### src/rtl/wdt_pkg.sv
`timescale 1ns/1ps
package wdt_pkg;
    localparam int EXP_STEP = 3;
    localparam int SEL_MAX  = 3;
    localparam int MAX_BASE = 25;

    function automatic int base_exp(input logic [1:0] mode, input logic mult);
        case (mode)
            2'b00:   return mult ? 15 : 16;
            2'b11:   return 25;
            default: return 17;
        endcase
    endfunction
endpackage

### src/rtl/wdt_term.sv
`timescale 1ns/1ps
module wdt_term #(
    parameter int EXP_SHIFT = 0,
    parameter int CNT_W     = 34
) (
    input  logic [CNT_W-1:0] cnt,
    input  logic [1:0]       tmo_sel,
    input  logic [1:0]       clk_mode,
    input  logic             mult_mode,
    output logic             hit
);
    int               e;
    logic [CNT_W-1:0] last_val;

    always_comb begin
        e = wdt_pkg::base_exp(clk_mode, mult_mode)
            + wdt_pkg::EXP_STEP * int'(tmo_sel) - EXP_SHIFT;
        if (e < 1)     e = 1;
        if (e > CNT_W) e = CNT_W;
        last_val = {CNT_W{1'b1}} >> (CNT_W - e);
        // >= keeps a lowered select from skipping past the terminal value
        hit = (cnt >= last_val);
    end
endmodule

### src/rtl/wdt_grace.sv
`timescale 1ns/1ps
module wdt_grace #(
    parameter int GRACE = 512
) (
    input  logic clk,
    input  logic rst_n,
    input  logic start,
    input  logic cancel,
    output logic active,
    output logic expire
);
    localparam int            GW   = (GRACE > 1) ? $clog2(GRACE) : 1;
    localparam logic [GW-1:0] LAST = GW'(GRACE - 1);

    typedef struct packed {
        logic          act;
        logic [GW-1:0] cnt;
    } grace_t;

    grace_t s_d, s_q;

    assign active = s_q.act;
    assign expire = s_q.act && (s_q.cnt == LAST);

    always_comb begin
        s_d = s_q;
        if (cancel) begin
            s_d.act = 1'b0;
            s_d.cnt = '0;
        end else if (start) begin
            s_d.act = 1'b1;
            s_d.cnt = '0;
        end else if (s_q.act) begin
            if (expire) begin
                s_d.act = 1'b0;
                s_d.cnt = '0;
            end else begin
                s_d.cnt = s_q.cnt + 1'b1;
            end
        end
    end

    always_ff @(posedge clk or negedge rst_n) begin
        if (!rst_n) s_q <= '0;
        else        s_q <= s_d;
    end

    // an open window advances by one each clock until it closes
    p_grace_advance_r4: assert property (@(posedge clk) disable iff (!rst_n)
        (s_q.act && !cancel && !start && !expire) |=>
        (s_q.act && s_q.cnt == $past(s_q.cnt) + 1'b1));

    // a cancel always closes the window
    p_cancel_closes_r6: assert property (@(posedge clk) disable iff (!rst_n)
        cancel |=> !s_q.act);
endmodule

### src/rtl/wdog_two_stage.sv
`timescale 1ns/1ps
module wdog_two_stage #(
    parameter int EXP_SHIFT = 0,
    parameter int GRACE     = 512
) (
    input  logic       clk,
    input  logic       rst_n,
    input  logic [1:0] tmo_sel,
    input  logic [1:0] clk_mode,
    input  logic       mult_mode,
    input  logic       rst_enable,
    input  logic       restart,
    input  logic       clr_irq,
    input  logic       clr_rst,
    output logic       irq_flag,
    output logic       rst_flag,
    output logic       rst_req
);
    localparam int MAX_EXP = wdt_pkg::MAX_BASE
                           + wdt_pkg::EXP_STEP * wdt_pkg::SEL_MAX - EXP_SHIFT;
    localparam int CNT_W   = (MAX_EXP > 1) ? MAX_EXP : 1;

    typedef struct packed {
        logic [CNT_W-1:0] cnt;
        logic             irq;
        logic             rstf;
    } wd_state_t;

    wd_state_t s_d, s_q;

    logic hit_raw, term_hit, grace_start, grace_active, grace_expire;

    wdt_term #(.EXP_SHIFT(EXP_SHIFT), .CNT_W(CNT_W)) u_term (
        .cnt       (s_q.cnt),
        .tmo_sel   (tmo_sel),
        .clk_mode  (clk_mode),
        .mult_mode (mult_mode),
        .hit       (hit_raw)
    );

    wdt_grace #(.GRACE(GRACE)) u_grace (
        .clk    (clk),
        .rst_n  (rst_n),
        .start  (grace_start),
        .cancel (restart),
        .active (grace_active),
        .expire (grace_expire)
    );

    assign term_hit    = hit_raw && !grace_active;
    assign grace_start = term_hit && !restart;

    always_comb begin
        s_d = s_q;
        if (restart || term_hit || grace_active) s_d.cnt = '0;
        else                                     s_d.cnt = s_q.cnt + 1'b1;
        s_d.irq  = grace_start | (s_q.irq & ~clr_irq);
        s_d.rstf = (grace_expire & ~restart) | (s_q.rstf & ~clr_rst);
    end

    always_ff @(posedge clk or negedge rst_n) begin
        if (!rst_n) s_q <= '0;
        else        s_q <= s_d;
    end

    assign irq_flag = s_q.irq;
    assign rst_flag = s_q.rstf;
    assign rst_req  = s_q.rstf & rst_enable;

    // a restart leaves a zeroed counter and no open window
    p_restart_clears_r6: assert property (@(posedge clk) disable iff (!rst_n)
        restart |=> (s_q.cnt == '0 && !grace_active));

    // a completed period raises the flag and opens the window
    p_timeout_raises_irq_r3: assert property (@(posedge clk) disable iff (!rst_n)
        (term_hit && !restart) |=> (s_q.irq && grace_active));

    // the reset flag only rises out of an open window
    p_rstf_after_grace_r4: assert property (@(posedge clk) disable iff (!rst_n)
        $rose(s_q.rstf) |-> $past(grace_active));

    // flags hold without their clear strobe
    p_irq_sticky_r7: assert property (@(posedge clk) disable iff (!rst_n)
        (s_q.irq && !clr_irq) |=> s_q.irq);

    p_rstf_sticky_r7: assert property (@(posedge clk) disable iff (!rst_n)
        (s_q.rstf && !clr_rst) |=> s_q.rstf);
endmodule

### config.mk
export PLATFORM = sky130hd
export DESIGN_NAME = wdog_two_stage
export DESIGN_NICKNAME = d
export VERILOG_FILES = /design/src/rtl/wdt_pkg.sv /design/src/rtl/wdt_term.sv /design/src/rtl/wdt_grace.sv /design/src/rtl/wdog_two_stage.sv
export SDC_FILE = /design/constraint.sdc
export NUM_CORES = 1
export LEC_CHECK = 0
export BUFFER_PORTS_ARGS = -buffer_cell sky130_fd_sc_hd__buf_2
export CAP_MARGIN = 0
export CELL_PAD_IN_SITES_DETAIL_PLACEMENT = 0
export CELL_PAD_IN_SITES_GLOBAL_PLACEMENT = 1
export CORE_AREA = 2 2 103 95
export DETAILED_ROUTE_END_ITERATION = 8
export DIE_AREA = 0 0 105 97
export GPL_ROUTABILITY_DRIVEN = 0
export PLACE_DENSITY_LB_ADDON = 0.12
export SLEW_MARGIN = 20
export SYNTH_ARGS = -nofsm -noshare
export SYNTH_HDL_FRONTEND = slang
export SYNTH_HIERARCHICAL = 1
export SYNTH_SLANG_ARGS = --single-unit
### constraint.sdc
create_clock -name clk -period 3.81 [get_ports clk]
set_input_delay 0.5715 -clock clk [delete_from_list [all_inputs] [get_ports clk]]
set_output_delay 0.5715 -clock clk [all_outputs]
set_load 0.01 [all_outputs]
==> results.yml, run 1 <==
placed_design:
  placed_cells: 691
  dp_hpwl_um: 8600
  placed_area_mm2: 0.00505
  portBuffers: 13
layout:
  drive_gt1_share_pct: 35.0
  fin_area_mm2: 0.00555
  nets: 652
  final_util_pct: 61.7
  instances_no_fill: 716
  area_growth_pct: 37.1
  antennaDiodeCount: 0
synth:
  synthArstFlopShare_pct: 100
  synth_area_per_cell_um2: 8.37
  syn_area_mm2: 0.00405
  synth.distinct_cells: 60
  syn-instance-count: 484
  synth_ff_type: "dfrtp_1"
  synth_enable_flop_cells: 0
  syn_nets: 543
  seq_area_frac_synth_pct: 28.4
  ys_ff_latch: 46
  yosysWarningCount: 6
sta:
  max_freq_mhz: 173
  tightestPinTransition_ps: 859
  whs_ps: 300
  drv_slew: 0
  fin_skew_ps: 9.15
  fin_crit_ps: 5770
  grt_setup_unrepaired: "yes"
  fin_crit_sh_pct: 151
  finalWorstSetupSlack_ps: -1960
  setup_viol_count_final: 45
  hold_viol_final: 0
  relSlewSlack_pct: 42.6
pwr:
  finalPower_w: 0.00205
  peakVddDrop_uv: 168
  pwr_density_cell_mw_per_mm2: 369
  p_leak_nw: 2.53
critical_path:
  cp-start-kind: "input pin"
  crit_path_max_incr_delay_ps: 510
  reg2reg_from: "s_q[5]"
  critPathRequiredTime_ps: 4060
  r2r_end: "u_grace/s_q[5]"
  path_class: "input pin to register"
  crit_fanout: 4
  cp_data_arrival_time_ps: 6020
  crit_path_frequent_cell: "ha_4"
  cp-startpoint: "clk_mode[0]"
  r2r_cells: 12
  ff2ff_setup_slack_ps: 700
  crit_slowest_cell: "or4b_4"
  end_kind: "register"
floorplanning:
  coreArea_mm2: 0.00900
  dieWidth_um: 105
  initial_core_util_pct: 45.0
  rows: 33
  die_height_um: 97
  dieArea_mm2: 0.0102
  io_pins: 14
clock_network:
  h-tree-depth: 2
  cts_hold_buf: 0
  cts-root-buf: "clkbuf_8"
  cts_made_buffers: 5
  cts_tree: "done"
  cts_sinks: 46
  clockBufferDepth: 2
  clk_pin_slew_ps: 100
  clk_latency_ps: 310
global_route:
  antenna_found_initial: 0
  gr-total-overflow: 0
  grt_pass1_wl_um: 20200
  first_global_vias: 4125
  grt_max_degree: 30
  grt_usage_pct: 24.1
routing:
  drt-initial-drc-count: 238
  routed_wl_um: 11900
  avgViaCountPerCell: 5.80
  wl_per_cell_um: 16.7
  drtAntennaViolNets: 0
  via_count: 4155
  top_layer: "met4"
  drtPass1Iterations: 5
  met3_length_um: 322
  drc: 0
  wl_met2_um: 5730
  drt-met1-wl_um: 5780
min_path:
  hold_class: "input pin to asynchronous set/reset pin"
status:
  violations: "setup timing"
  outcome: "complete, but fails checks"
job:
  drv_cap: 0
worst max-delay path by stage:
stage | to | cells after the start
floorplan | u_grace/s_q[5] | 28
global placement | u_grace/s_q[5] | 27
detailed placement | u_grace/s_q[6] | 30
CTS | u_grace/s_q[5] | 31
global route | u_grace/s_q[5] | 32
finish | u_grace/s_q[5] | 30
registers in the layout (all words and copies together), names as in the netlist:
signal          count
rst_flag            1
u_grace/active      1
u_grace/s_q         9
s_q                34
irq_flag            1
cell usage in the layout (no fill, tap or decap), drive strengths merged, types with 3 or more instances in the layout:
master and instances:
dfrtp 46, xor2 6, and4 7, o21ai 34
o31ai 18, nor2 33, a21o 13, o211ai 6
inv 28, nand4 14, ha 47, xnor2 7
nor3 10, nand3 21, and2 11, and3 5
or3 5, a21oi 44, or4 21, nand2 42
or2 6, clkbuf 5, a22o 3, buf 116
a31oi 5, a21boi 5
metal layers:
| metal | GRT usage (%) | up-vias |
|---|---|---|
| li1 | - | 2047 |
| met1 | 34.1 | 2029 |
| met2 | 40.2 | 71 |
| met3 | 3.03 | 8 |
| met4 | 3.69 | 0 |
| met5 | 0 | - |
power breakdown:
group	total (W)	switching, W	internal, W
Clock	0.000382	0.000185	0.000197
Combinational	0.00117	0.000583	0.000586
Sequential	0.000494	0.00000396	0.000490
metrics by stage:
stage | TNS (ps) | setup WS [ps]
2_1_floorplan | -75070 | -2070
4_1_cts | -74820 | -1880
3_5_place_dp | -94380 | -2450
3_3_place_gp | -90250 | -2360
5_1_grt | -90490 | -2260
6_report | -76290 | -1960
layout make-up:
type | instances | area (um^2)
fillers | 805 | 3450
multi-input cells | 397 | 3150
flip-flops and latches | 46 | 1150
repair buffers | 116 | 877
well taps | 122 | 153
inverters | 27 | 106
clock buffers | 5 | 68.8
clock inverters | 3 | 43.8
cell usage after synthesis, types with 3 or more instances:
cell / count / share of area (%)
nand4_1: 14 / 2.2
nor3_1: 10 / 1.2
a21boi_0: 3 / 0.56
ha_1: 47 / 15
xnor2_1: 6 / 1.3
o31ai_1: 18 / 3.3
nand3_1: 21 / 2.6
and2_1: 11 / 1.7
clkbuf_1: 11 / 1.0
inv_1: 26 / 2.4
a21oi_1: 43 / 5.3
or2_1: 4 / 0.62
o21ai_0: 34 / 4.2
nand2_1: 42 / 3.9
dfrtp_1: 46 / 28
and4_1: 7 / 1.5
xor2_1: 6 / 1.3
nor2_1: 32 / 3.0
a31oi_1: 4 / 0.62
or4_1: 20 / 3.7
a21o_1: 13 / 2.4
o211ai_1: 6 / 1.1
a22o_1: 3 / 0.65
and3_1: 4 / 0.62
or3_1: 5 / 0.77
cell families (layout without fill, tap and decap cells):
group                      count (synthesis)  after routing  share of synthesized area (%)
muxes                                      3              3                          0.773
buffers and inverters                     41            151                           4.05
adders and majority gates                 48             48                           15.0
and+or+nand+nor                          183            183                           24.4
xor gates and xnor gates                  14             14                           3.55
DFF                                       46             46                           28.4
AOI/OAI and AO/OA                        149            149                           23.8
worst max-delay path: cells and delay by family:
family                   cells  cell delay (ps)
AO/OA/AOI/OAI               11             2030
XOR/XNOR                     1              190
adder cells (fa/ha/maj)      4              900
AND/OR/NAND/NOR             10             2030
buffers and inverters        4              300
repair_timing:
item                                    in CTS  in global routing
endpoints found under the setup margin      45                 45
setup buffers                               12                  6
gates cloned                                 2                  0
gates resized for setup                     35                 29
pin swaps                                   21                 12
(Power assumes the default switching activity.)
==> run 2, diff against run 1 <==
- CORE_AREA: 2 2 103 95 -> 2 2 105 97
- DIE_AREA: 0 0 105 97 -> 0 0 107 99
- SYNTH_HIERARCHICAL: 1 -> not set
==> results.yml, run 2 <==
pwr:
  p_switching_w: 0.000843
  peakVddDrop_uv: 204
  pwr_density_cell_mw_per_mm2: 349
  p_int_w: 0.00125
  switching_share_pct: 40.4
  p_seq_share_pct: 24.2
  p_leak_nw: 2.67
  combPwrFrac_pct: 60.7
  clockPowerShare_pct: 15.1
critical_path:
  path_class: "input pin to register"
  cp-start-kind: "input pin"
  end_kind: "register"
  cp_data_arrival_time_ps: 5480
  r2r_cells: 9
  critPathRequiredTime_ps: 4040
  crit_fanout: 7
  ff2ff_setup_slack_ps: 1330
  r2r_end: "irq_flag"
  reg2reg_from: "s_q[25]"
synth:
  synth_ff_type: "dfrtp_1"
  yosysWarningCount: 0
  synth_enable_flop_cells: 0
  syn_area_mm2: 0.00421
  synth.largest_area_cell: "dfrtp_1"
  synth.distinct_cells: 65
  seq_area_frac_synth_pct: 27.3
  syn-instance-count: 492
  synth_area_leaders: "dfrtp_1, ha_1, nor3_1"
  synthTopCellsByCount: "ha_1, dfrtp_1, nor3_1"
  ys_ff_latch: 46
  synthArstFlopShare_pct: 100
  synth.most_common_cell: "ha_1"
  syn_nets: 551
  synth_area_per_cell_um2: 8.56
  yosysTopAreaCellShare_pct: 27.3
status:
  violations: "setup timing"
  outcome: "complete, but fails checks"
floorplanning:
  dieWidth_um: 107
  io_pins: 14
  rows: 34
  dieArea_mm2: 0.0106
  coreArea_mm2: 0.00949
  die_height_um: 99
  initial_core_util_pct: 44.4
layout:
  largest_reg_flops: 34
  layout_common_cells: "buf_4, dfrtp_1, ha_1"
  largestRegisters: "s_q: 34 flops, u_grace.s_q: 9 flops"
  final_common_cell: "buf_4"
  top_register: "s_q"
  antennaDiodeCount: 0
  drive_gt1_share_pct: 37.6
  area_growth_pct: 42.1
  nets: 667
placed_design:
  pre_cts_slack_ps: -1910
  portBuffers: 13
  dp_hpwl_um: 8440
sta:
  grt_setup_unrepaired: "yes"
  fin_crit_ps: 5250
  setup_viol_count_final: 45
  hold_viol_final: 0
  finalWorstSetupSlack_ps: -1440
  max_freq_mhz: 191
  tightestPinTransition_ps: 876
  setup-tns-final_ps: -61360
  fin_crit_sh_pct: 138
  fin_skew_ps: 6.72
  relSlewSlack_pct: 41.1
  drv_slew: 0
clock_network:
  clk_pin_slew_ps: 100
  h-tree-depth: 2
  cts_made_buffers: 5
  clockBufferDepth: 2
  cts_tree: "done"
  cts_sinks: 46
  cts-root-buf: "clkbuf_8"
  clk_latency_ps: 310
routing:
  via_count: 4081
  routed_wl_um: 11700
  drtAntennaViolNets: 0
  avgViaCountPerCell: 5.55
  drt-initial-drc-count: 205
  wl_per_cell_um: 15.9
  drc: 0
  drtPass1Iterations: 4
global_route:
  grt_usage_pct: 22.4
  grt_pass1_wl_um: 19300
  antenna_found_initial: 0
  gr-total-overflow: 0
  first_global_vias: 3969
  grt_max_degree: 47
min_path:
  hold_class: "input pin to asynchronous set/reset pin"
job:
  drv_cap: 0
-- run 2: cell count changes after synthesis, sizes merged, moves of 8 or more --
cell,before,now
o21ai,34,21
xor2,6,25
or4,21,2
inv,27,18
nand3,21,30
o31ai,18,10
a21oi,44,21
buf,3,15
nor3,10,47
-- run 2: cells by family after synthesis --
kind of cell / Yosys count / share of synthesized area (%)
AOI/OAI and AO/OA: 112 / 19.5
xor gates and xnor gates: 40 / 8.82
buffers and inverters: 43 / 4.54
muxes: 1 / 0.238
and+or+nand+nor: 202 / 25.2
DFF: 46 / 27.3
adders and majority gates: 48 / 14.4
-- run 2: worst max-delay path by stage --
stage,startpoint,end,slack [ps],depth (start not counted)
floorplan,clk_mode[0],irq_flag,-1380,26
global placement,clk_mode[0],s_q[5],-1820,28
detailed placement,clk_mode[0],s_q[4],-1910,27
CTS,clk_mode[0],irq_flag,-1430,31
global route,clk_mode[1],s_q[7],-1720,28
finish,clk_mode[1],u_grace.s_q[5],-1440,25
-- run 2: metrics by stage --
stage | util [%] | hold WS, ps | cells | cell area, um^2 | total power [W]
6_report | 63.1 | 251 | 735 | 5990 | 0.00209
5_1_grt | 63.1 | 283 | 735 | 5990 | 0.00223
4_1_cts | 59.9 | 449 | 729 | 5680 | 0.00197
3_5_place_dp | 55.2 | 504 | 702 | 5230 | 0.00159
3_3_place_gp | 55.2 | 490 | 702 | 5230 | 0.00158
2_1_floorplan | - | 276 | 492 | 4430 | 0.00118
-- run 2: what timing repair did --
item                                    CTS  global route
hold endpoints to repair                  0             0
endpoints found under the setup margin   45            45
setup buffers                            18             8
pin swaps                                31            27
cloned                                    2             1
hold buffers                              0             0
gates resized for setup                  40            49
-- run 2: area by class of cell --
cell class | instances | area (um^2)
sequential | 46 | 1150
clock inverter | 2 | 13.8
tap | 126 | 158
fill | 810 | 3500
multi-input combinational | 403 | 3380
clock buffer | 6 | 72.6
inverter | 20 | 88.8
timing repair buffer | 132 | 1120
-- run 2: power groups by stage --
stage	registers (W)	clock network (W)	logic, W
2_1_floorplan	0.000513	0	0.000666
3_3_place_gp	0.000516	0	0.00106
3_5_place_dp	0.000516	0	0.00108
4_1_cts	0.000506	0.000322	0.00115
5_1_grt	0.000508	0.000348	0.00138
6_report	0.000506	0.000315	0.00127
-- run 2: critical path: stages --
cell and delay (ps):
buf_8 90, inv_6 30, ha_4 240, nand2b_4 150, ha_4 160, fa_2 370
a211oi_2 260, or4_4 190, o2111ai_4 120, o31ai_4 260, ha_4 210, buf_4 120
nor2_2 50, and3_4 180, o31ai_4 400, nor3_4 70, buf_4 150, o31ai_4 190
ha_1 310, a211oi_2 300, a31oi_4 140, buf_6 130, buf_4 110, o41a_1 480
nor3_2 170
-- run 2: layer usage --
| metal | track usage, % | vias to the layer above | routed length (um) |
|---|---|---|---|
| li1 | - | 2069 | - |
| met5 | 0 | - | 0 |
| met4 | 4.00 | 0 | 65 |
| met3 | 2.98 | 6 | 188 |
| met1 | 30.1 | 1966 | 5550 |
| met2 | 39.0 | 40 | 5890 |
==> run 3, diff against run 2 <==
- RECOVER_POWER: not set -> 50
==> results.yml, run 3 (synthesis gave the netlist of run 2 again) <==
status:
  outcome: "complete, but fails checks"
  violations: "capacitance limit, slew limit, setup timing"
layout:
  multi_input_area_mm2: 0.00338
  antennaDiodeCount: 0
  fill_cells: 810
  area_growth_pct: 42.0
  largestRegisters: "s_q: 34 flops, u_grace.s_q: 9 flops"
  layout_common_cells: "buf_4, dfrtp_1, ha_1"
  ff_latch_area_mm2: 0.00115
  nets: 667
  drive_gt1_share_pct: 37.4
  final_common_cell: "buf_4"
  top_register: "s_q"
  largest_reg_flops: 34
sta:
  max_freq_mhz: 191
  fin_skew_ps: 7.45
  finalWorstSetupSlack_ps: -1440
  whs_ps: 445
  relSlewSlack_pct: -64.3
  grt_setup_unrepaired: "yes"
  drv_slew: 47
  tightestPinTransition_ps: 2460
  fin_crit_sh_pct: 138
  hold_viol_final: 0
  setup_viol_count_final: 45
  fin_crit_ps: 5250
pwr:
  finalPower_w: 0.00209
  p_leak_nw: 2.67
  peakVddDrop_uv: 204
  pwr_density_cell_mw_per_mm2: 349
job:
  drv_cap: 1
placed_design:
  pre_cts_slack_ps: -1910
  portBuffers: 13
  dp_hpwl_um: 8440
clock_network:
  cts_sinks: 46
  clk_pin_slew_ps: 90
  cts_made_buffers: 5
  cts_hold_buf: 0
  cts-root-buf: "clkbuf_8"
  clk_latency_ps: 310
  clockBufferDepth: 2
  h-tree-depth: 2
  cts_tree: "done"
routing:
  avgViaCountPerCell: 5.55
  drc: 0
  drtPass1Iterations: 4
  drt-initial-drc-count: 205
  via_count: 4081
  wl_per_cell_um: 15.9
  routed_wl_um: 11700
  drtAntennaViolNets: 0
critical_path:
  end_kind: "register"
  r2r_cells: 9
  crit_fanout: 7
  path_class: "input pin to register"
  cp_data_arrival_time_ps: 5480
  critPathRequiredTime_ps: 4040
  cp-start-kind: "input pin"
global_route:
  antenna_found_initial: 0
  grt_usage_pct: 22.4
  grt_max_degree: 47
  grt_pass1_wl_um: 19300
  first_global_vias: 3969
  gr-total-overflow: 0
floorplanning:
  dieArea_mm2: 0.0106
  die_height_um: 99
  io_pins: 14
  dieWidth_um: 107
  initial_core_util_pct: 44.4
  rows: 34
  coreArea_mm2: 0.00949
min_path:
  hold_class: "input pin to register"
  min_path_cells: 2
-- run 3: changes by cell type in the layout (fill, tap and decap cells not counted), sizes merged --
| cell | delta |
|---|---|
| buf | -1 |
| clkbuf | +1 |
-- run 3: power by group --
| group | total (W) | leakage (nW) | switching [W] | internal [W] |
|---|---|---|---|---|
| clock network | 0.000316 | 0.0452 | 0.000185 | 0.000130 |
| registers | 0.000506 | 0.640 | 0.0000102 | 0.000496 |
| logic | 0.00127 | 1.98 | 0.000648 | 0.000619 |
| total | 0.00209 | 2.67 | 0.000843 | 0.00125 |
-- run 3: layer usage --
metal / vias up / wire (um) / GRT usage (%)
met4: 0 / 65 / 4.00
li1: 2069 / - / -
met5: - / 0 / 0
met2: 40 / 5890 / 39.0
met3: 6 / 187 / 2.98
met1: 1966 / 5550 / 30.1
-- run 3: worst max-delay path: stages --
cell and delay [ps]:
buf_8 90, inv_6 30, ha_4 240, nand2b_4 150, ha_4 160, fa_2 370, a211oi_2 260, or4_4 190
o2111ai_4 120, o31ai_4 260, ha_4 210, buf_4 120, nor2_2 50, and3_4 180, o31ai_4 400, nor3_4 70
buf_4 150, o31ai_4 190, ha_1 310, a211oi_2 300, a31oi_4 140, buf_6 130, buf_4 110, o41a_1 480
nor3_2 170
-- run 3: stage by stage --
stage	utilization [%]	area [um^2]	instances	TNS, ps
5_1_grt	63.1	5980	735	-74270
3_3_place_gp	55.2	5230	702	-78800
3_5_place_dp	55.2	5230	702	-82700
4_1_cts	59.9	5680	729	-62370
6_report	63.1	5980	735	-61350
2_1_floorplan	-	4430	492	-58590
-- run 3: worst paths after layout --
check | slack [ps] | startpoint | to
setup / recovery | -1440 | clk_mode[1] | u_grace.s_q[5]
hold / removal | 450 | clr_rst | rst_flag
setup reg to reg | 1330 | s_q[25] | irq_flag
hold reg to reg | 520 | irq_flag | irq_flag
max in group asynchronous | 1390 | rst_n | s_q[8]
min in group asynchronous | 1000 | rst_n | s_q[29]
-- run 3: timing repair --
item | in CTS | in global routing
setup endpoints to repair | 45 | 45
setup buffers | 18 | 8
pin swaps | 31 | 27
cloned | 2 | 1
gates resized for setup | 40 | 49
endpoints found under the hold margin | 0 | 0
-- run 3: cell type report --
type	instances	area share [%]
clock inverters	2	0.230
well taps	126	2.63
clock buffers	6	1.21
flip-flops and latches	46	19.2
multi-input cells	403	56.5
repair buffers	132	18.7
inverters	20	1.48
